**config.mk**
```make
export PLATFORM = sky130hd
export DESIGN_NAME = fault_capture
export DESIGN_NICKNAME = d
export VERILOG_FILES = /design/src/rtl/fcap_pkg.sv /design/src/rtl/fcap_arb.sv /design/src/rtl/fcap_cause.sv /design/src/rtl/fcap_attr.sv /design/src/rtl/fcap_regfile.sv /design/src/rtl/fault_capture.sv
export SDC_FILE = /design/constraint.sdc
export NUM_CORES = 1
export LEC_CHECK = 0
export ABC_AREA = 1
export CAP_MARGIN = 5
export CORE_ASPECT_RATIO = 2
export CORE_MARGIN = 5
export CORE_UTILIZATION = 39
export DETAILED_ROUTE_END_ITERATION = 16
export GPL_TIMING_DRIVEN = 0
export HOLD_SLACK_MARGIN = 0.05
export PLACE_DENSITY = 0.89
export SKIP_CTS_REPAIR_TIMING = 1
export SYNTH_ARGS = -nofsm -noshare
export SYNTH_HDL_FRONTEND = slang
export SYNTH_SLANG_ARGS = --single-unit
```
**constraint.sdc**
```tcl
create_clock -name clk -period 2 [get_ports clk]
set_input_delay 0.4 -clock clk [delete_from_list [all_inputs] [get_ports clk]]
set_output_delay 0.4 -clock clk [all_outputs]
set_load 0.01 [all_outputs]
```
**src/rtl/fcap_pkg.sv**
```systemverilog
package fcap_pkg;
   localparam int NSRC     = 3;
   localparam int WORD_W   = 64;
   localparam int SRC_PIO  = 2;
   localparam int SRC_DRD  = 1;
   localparam int SRC_DWR  = 0;
   localparam int OFS_STAT = 'h00;
   localparam int OFS_FADR = 'h08;
   localparam int OFS_CTRL = 'h10;
   localparam int RSV_LO_W = 37;

   // packed in the order the status word places them, high to low
   typedef struct packed {
      logic [7:0] syn;
      logic [2:0] doff;
      logic [2:0] size;
      logic [4:0] mid;
   } attr_t;
endpackage

```
**src/rtl/fcap_arb.sv**
```systemverilog
module fcap_arb
   import fcap_pkg::*;
#(
   parameter int N = NSRC
) (
   input  logic [N-1:0] ev,
   input  logic         prim_busy,
   output logic [N-1:0] take_prim,
   output logic [N-1:0] take_sec,
   output logic         load
);
   logic seen;

   always_comb begin
      seen = 1'b0;
      take_prim = '0;
      for (int i = N - 1; i >= 0; i--) begin
         take_prim[i] = ev[i] & ~seen & ~prim_busy;
         seen = seen | ev[i];
      end
   end

   assign take_sec = ev & ~take_prim;
   assign load     = |take_prim;
endmodule

```
**src/rtl/fcap_cause.sv**
```systemverilog
module fcap_cause #(
   parameter int N = 3
) (
   input  logic         clk,
   input  logic         rst_n,
   input  logic [N-1:0] set_prim,
   input  logic [N-1:0] set_sec,
   input  logic [N-1:0] clr_prim,
   input  logic [N-1:0] clr_sec,
   output logic [N-1:0] prim_q,
   output logic [N-1:0] sec_q
);
   always_ff @(posedge clk) begin
      if (!rst_n) begin
         prim_q <= '0;
         sec_q  <= '0;
      end else begin
         prim_q <= (prim_q & ~clr_prim) | set_prim;
         sec_q  <= (sec_q & ~clr_sec) | set_sec;
      end
   end
endmodule

```
**src/rtl/fcap_attr.sv**
```systemverilog
module fcap_attr
   import fcap_pkg::*;
#(
   parameter int FADDR_W = 64,
   parameter bit SYND_EN = 1'b1
) (
   input  logic               clk,
   input  logic               rst_n,
   input  logic               load,
   input  attr_t              attr_in,
   input  logic [FADDR_W-1:0] addr_in,
   output attr_t              attr_q,
   output logic [FADDR_W-1:0] addr_q
);
   always_ff @(posedge clk) begin
      if (!rst_n) begin
         attr_q.doff <= '0;
         attr_q.size <= '0;
         attr_q.mid  <= '0;
         addr_q      <= '0;
      end else if (load) begin
         attr_q.doff <= attr_in.doff;
         attr_q.size <= attr_in.size;
         attr_q.mid  <= attr_in.mid;
         addr_q      <= addr_in;
      end
   end

   if (SYND_EN) begin : g_syn
      always_ff @(posedge clk) begin
         if (!rst_n)    attr_q.syn <= '0;
         else if (load) attr_q.syn <= attr_in.syn;
      end
   end else begin : g_nosyn
      logic unused_syn;
      assign unused_syn = ^attr_in.syn;
      assign attr_q.syn = '0;
   end
endmodule

```
**src/rtl/fcap_regfile.sv**
```systemverilog
module fcap_regfile
   import fcap_pkg::*;
#(
   parameter int ADDR_W  = 8,
   parameter int FADDR_W = 64,
   parameter bit SYND_EN = 1'b1
) (
   input  logic               clk,
   input  logic               rst_n,
   input  logic               wr_en,
   input  logic [ADDR_W-1:0]  wr_addr,
   input  logic [WORD_W-1:0]  wr_data,
   input  logic [ADDR_W-1:0]  rd_addr,
   input  logic [NSRC-1:0]    prim_q,
   input  logic [NSRC-1:0]    sec_q,
   input  attr_t              attr_q,
   input  logic [FADDR_W-1:0] addr_q,
   output logic               stat_wr,
   output logic [NSRC-1:0]    clr_prim,
   output logic [NSRC-1:0]    clr_sec,
   output logic               chk_en,
   output logic               irq_en,
   output logic [WORD_W-1:0]  status_word,
   output logic [WORD_W-1:0]  faddr_word,
   output logic [WORD_W-1:0]  rd_data
);
   localparam logic [ADDR_W-1:0] A_STAT = ADDR_W'(OFS_STAT);
   localparam logic [ADDR_W-1:0] A_FADR = ADDR_W'(OFS_FADR);
   localparam logic [ADDR_W-1:0] A_CTRL = ADDR_W'(OFS_CTRL);
   localparam int CTL_W = 3;

   logic [CTL_W-1:0] ctrl_q;
   logic             ctrl_wr;
   logic             unused_wdata;

   assign stat_wr  = wr_en && (wr_addr == A_STAT);
   assign ctrl_wr  = wr_en && (wr_addr == A_CTRL);
   assign clr_prim = stat_wr ? wr_data[WORD_W-1 -: NSRC] : '0;
   assign clr_sec  = stat_wr ? wr_data[WORD_W-1-NSRC -: NSRC] : '0;
   assign unused_wdata = ^wr_data[WORD_W-1-2*NSRC:0];

   always_ff @(posedge clk) begin
      if (!rst_n)       ctrl_q <= '0;
      else if (ctrl_wr) ctrl_q <= wr_data[WORD_W-1 -: CTL_W];
   end

   assign chk_en = ctrl_q[2];

   if (SYND_EN) begin : g_ce_irq
      assign irq_en = ctrl_q[0];
   end else begin : g_ue_irq
      assign irq_en = ctrl_q[1];
   end

   assign status_word = {prim_q, sec_q, 2'b00, attr_q, {RSV_LO_W{1'b0}}};
   assign faddr_word  = WORD_W'(addr_q);

   always_comb begin
      rd_data = '0;
      if (rd_addr == A_STAT)      rd_data = status_word;
      else if (rd_addr == A_FADR) rd_data = faddr_word;
      else if (rd_addr == A_CTRL) rd_data = {ctrl_q, {(WORD_W-CTL_W){1'b0}}};
   end
endmodule

```
**src/rtl/fault_capture.sv**
```systemverilog
module fault_capture
   import fcap_pkg::*;
#(
   parameter int ADDR_W  = 8,
   parameter int FADDR_W = 64,
   parameter bit SYND_EN = 1'b1
) (
   input  logic               clk,
   input  logic               rst_n,
   input  logic               err_pio,
   input  logic               err_drd,
   input  logic               err_dwr,
   input  logic [2:0]         err_doff,
   input  logic [2:0]         err_size,
   input  logic [4:0]         err_mid,
   input  logic [7:0]         err_syn,
   input  logic [FADDR_W-1:0] err_addr,
   input  logic               wr_en,
   input  logic [ADDR_W-1:0]  wr_addr,
   input  logic [63:0]        wr_data,
   input  logic [ADDR_W-1:0]  rd_addr,
   output logic [63:0]        rd_data,
   output logic               irq
);
   initial begin
      if (ADDR_W < 5)                  $fatal(1, "ADDR_W must cover offset 0x10");
      if (FADDR_W < 1 || FADDR_W > 64) $fatal(1, "FADDR_W must be 1..64");
   end

   logic [NSRC-1:0]    ev, prim_q, sec_q, clr_prim, clr_sec, take_prim, take_sec;
   logic               load, chk_en, irq_en, stat_wr, prim_busy;
   attr_t              attr_in, attr_q;
   logic [FADDR_W-1:0] addr_q;
   logic [63:0]        status_word, faddr_word;

   assign ev[SRC_PIO] = err_pio & chk_en;
   assign ev[SRC_DRD] = err_drd & chk_en;
   assign ev[SRC_DWR] = err_dwr & chk_en;
   assign prim_busy   = |(prim_q & ~clr_prim);
   assign attr_in     = '{syn: err_syn, doff: err_doff, size: err_size, mid: err_mid};

   fcap_arb #(.N(NSRC)) u_arb (
      .ev(ev), .prim_busy(prim_busy), .take_prim(take_prim),
      .take_sec(take_sec), .load(load)
   );

   fcap_cause #(.N(NSRC)) u_cause (
      .clk(clk), .rst_n(rst_n), .set_prim(take_prim), .set_sec(take_sec),
      .clr_prim(clr_prim), .clr_sec(clr_sec), .prim_q(prim_q), .sec_q(sec_q)
   );

   fcap_attr #(.FADDR_W(FADDR_W), .SYND_EN(SYND_EN)) u_attr (
      .clk(clk), .rst_n(rst_n), .load(load), .attr_in(attr_in),
      .addr_in(err_addr), .attr_q(attr_q), .addr_q(addr_q)
   );

   fcap_regfile #(.ADDR_W(ADDR_W), .FADDR_W(FADDR_W), .SYND_EN(SYND_EN)) u_regs (
      .clk(clk), .rst_n(rst_n), .wr_en(wr_en), .wr_addr(wr_addr),
      .wr_data(wr_data), .rd_addr(rd_addr), .prim_q(prim_q), .sec_q(sec_q),
      .attr_q(attr_q), .addr_q(addr_q), .stat_wr(stat_wr),
      .clr_prim(clr_prim), .clr_sec(clr_sec), .chk_en(chk_en),
      .irq_en(irq_en), .status_word(status_word), .faddr_word(faddr_word),
      .rd_data(rd_data)
   );

   assign irq = irq_en & (|{prim_q, sec_q});
endmodule

```
==> flow_summary.ini <==
[power_and_ir_drop]
vdd_drop_max_v = 0.000762
finalPower_mw = 4.08
power.leakage_nw = 3.74
power.density_nw_per_um2 = 586

[setup_path]
critPathLaunchType = input pin
cp.arrival_ps = 1690
critPathTopFamily = simple AND/OR/NAND/NOR gates
path_cells = buf_6 -> nor2_4 -> inv_2 -> nor3_4 -> nand2_4 -> buf_6 -> o211ai_1 -> buf_2
cpMostUsedCell = buf_6
cpPeakStageDelay_ps = 280
cp.buffers_inverters = 4
cp_data_required_time_ps = 1600
worstSetupPathType = input pin to output pin
crit_slowest_cell = nor3_4
end_kind = output pin
crit_fanout = 7

[drt]
drt_iter0_markers = 194
dr.pass1.iters = 5
drt-total-wl_um = 15200
ant_nets = 0
avgRoutedWirePerCell_um = 14.6
vias = 4803
vias_per_cell = 4.60
route.detailed.drc = 0

[clock_tree]
root_buffer = clkbuf_16
numCtsBuffers = 9
clk_pin_slew_ps = 60
clock_latency_ps = 330
cts_tree = done
cts_max_level = 3
cts_max_path_buffers = 2
cts_sinks = 92

[final_layout]
area_growth_pct = 62.2
drive_above_1_share_pct = 18.2
fin_cells = 1043
antenna_cells = 0
fin_nets = 1067
post-route-util_pct = 64.0

[synthesis]
netlist-cell-type-count = 22
ys_seq_area_share_pct = 42.9
synth_area_leader_cell = dfxtp_1
synth_nets = 862
netlist_area_um2 = 4290
netlist_instances = 693
ys_top_cells_by_area = dfxtp_1, nor2_1, nand2_1
ys_seq_elements = 92
synth-warning-count = 0
yosysTopAreaCellShare_pct = 42.9
synth_area_per_cell_um2 = 6.20

[timing]
finalCritPeriodShare_pct = 105
min_period_ps = 2090
fin_ws_ps = -92.0
finalSetupViolCount = 23
relSlewSlack_pct = 60.3
rsz0062_at_grt = true
whs_ps = 471
slew_violations = 0
final_hold_viol_count = 0
skew_ps = 7.25
tightest_slew_ps = 590
fmax_mhz = 478

[global_route]
grt_pass1_vias = 4446
overflow = 0
grt_pass1_wl_um = 21200
grt_max_degree = 15
antenna_found_initial = 0
track_usage_pct = 20.0

[die]
start_util_pct = 39.5
die_w_um = 84.2
dieArea_um2 = 13300
ios = 234
coreArea_um2 = 10900
row_count = 54
die_height_um = 158

[placement]
place_inst = 1007
pre_cts_ws_ps = -1190
port_buffers = 174
gp_congestion = 0.901
dp_hpwl_um = 10600

[hold_path]
hold_path_class = register to register

[flow_run]
maxCapViolations = 0

[run_status]
status = complete, but fails checks
violations = setup timing
-- flip-flops by register name, indices dropped and copies added (netlist names) --
signal	cells
u_regs.ctrl_q	3
u_attr.addr_q	64
u_attr.attr_q	19
u_cause.sec_q	3
u_cause.prim_q	3
-- worst register-to-register path, delay by kind of cell, from the launching register on --
kind,cells,cell delay [ps]
DFF,1,360
and+or+nand+nor,4,290
buffers and inverters,3,500
AOI/OAI and AO/OA,1,410
-- cell usage in the layout, fill, tap and decap left out, types with 3 or more instances in the layout --
cell type / synthesis / layout
dlymetal6s2s_1: 0 / 24
nor2_1: 219 / 200
buf_4: 0 / 18
o21ai_0: 6 / 5
nor2_4: 2 / 16
clkbuf_1: 20 / 12
nand3_1: 9 / 6
buf_2: 9 / 25
nor2_2: 1 / 6
inv_2: 1 / 3
buf_6: 7 / 23
nand2_2: 1 / 5
o22ai_1: 21 / 18
nand2_1: 192 / 186
inv_1: 98 / 95
bufinv_16: 0 / 3
clkdlybuf4s50_1: 0 / 93
o22ai_2: 0 / 3
dfxtp_1: 92 / 92
buf_8: 0 / 4
a21oi_1: 5 / 4
clkbuf_16: 0 / 13
clkbuf_2: 0 / 26
-- Yosys cell counts (all sizes together) --
library cell	number
nor2	222
nand2	193
inv	99
dfxtp	92
o22ai	21
clkbuf	20
buf	16
nand3	9
o21ai	6
a21oi	5
nor3	2
nor4	2
o211ai	2
o31ai	2
a31oi	1
and3b	1
-- per-stage QoR --
step,area [um^2],TNS (ps)
final,6970,-464
after floorplan,4290,0
after detailed placement,6210,-110550
after global routing,6970,-4980
after CTS,6540,-81860
after global placement,6210,-108920
-- logic make-up after synthesis --
| kind of cell | synth area share [%] |
|---|---|
| buffers and inverters | 13.3 |
| AOI/OAI and AO/OA | 5.30 |
| DFF | 42.9 |
| and+or+nand+nor | 38.5 |
-- path summary, 6_finish.rpt --
kind,to,cells after the start,slack [ps],start
hold / removal,u_cause.sec_q[1]$_SDFF_PN0_,2,470,u_cause.sec_q[1]$_SDFF_PN0_
setup reg to reg,u_attr.attr_q[11]$_SDFFE_PN0P_,8,320,u_regs.ctrl_q[2]$_SDFFE_PN0P_
hold reg to reg,u_cause.sec_q[1]$_SDFF_PN0_,2,470,u_cause.sec_q[1]$_SDFF_PN0_
setup / recovery,rd_data[63],8,-90,rd_addr[6]
-- where the power goes --
part / switching [mW] / internal (mW) / total, mW
clock network: 0.689 / 1.22 / 1.91
logic: 0.121 / 0.212 / 0.333
registers: 0.00216 / 1.84 / 1.84
total: 0.812 / 3.27 / 4.08
-- routing by layer --
layer,GRT usage (%),up-vias,wire [um]
met1,21.4,2133,5470
met2,36.5,174,8230
met5,0,-,0
met4,10.0,0,552
met3,4.45,33,951
li1,-,2463,-
-- layout make-up --
cell class | instances | area [um^2]
Buffer | 36 | 305
Clock buffer | 11 | 233
Clock inverter | 5 | 100
Fill cell | 939 | 3910
Inverter | 99 | 374
Multi-Input combinational cell | 466 | 2130
Sequential cell | 92 | 1840
Tap cell | 140 | 175
Timing Repair Buffer | 194 | 1810
Note: power is estimated with default switching activity, not from simulation.
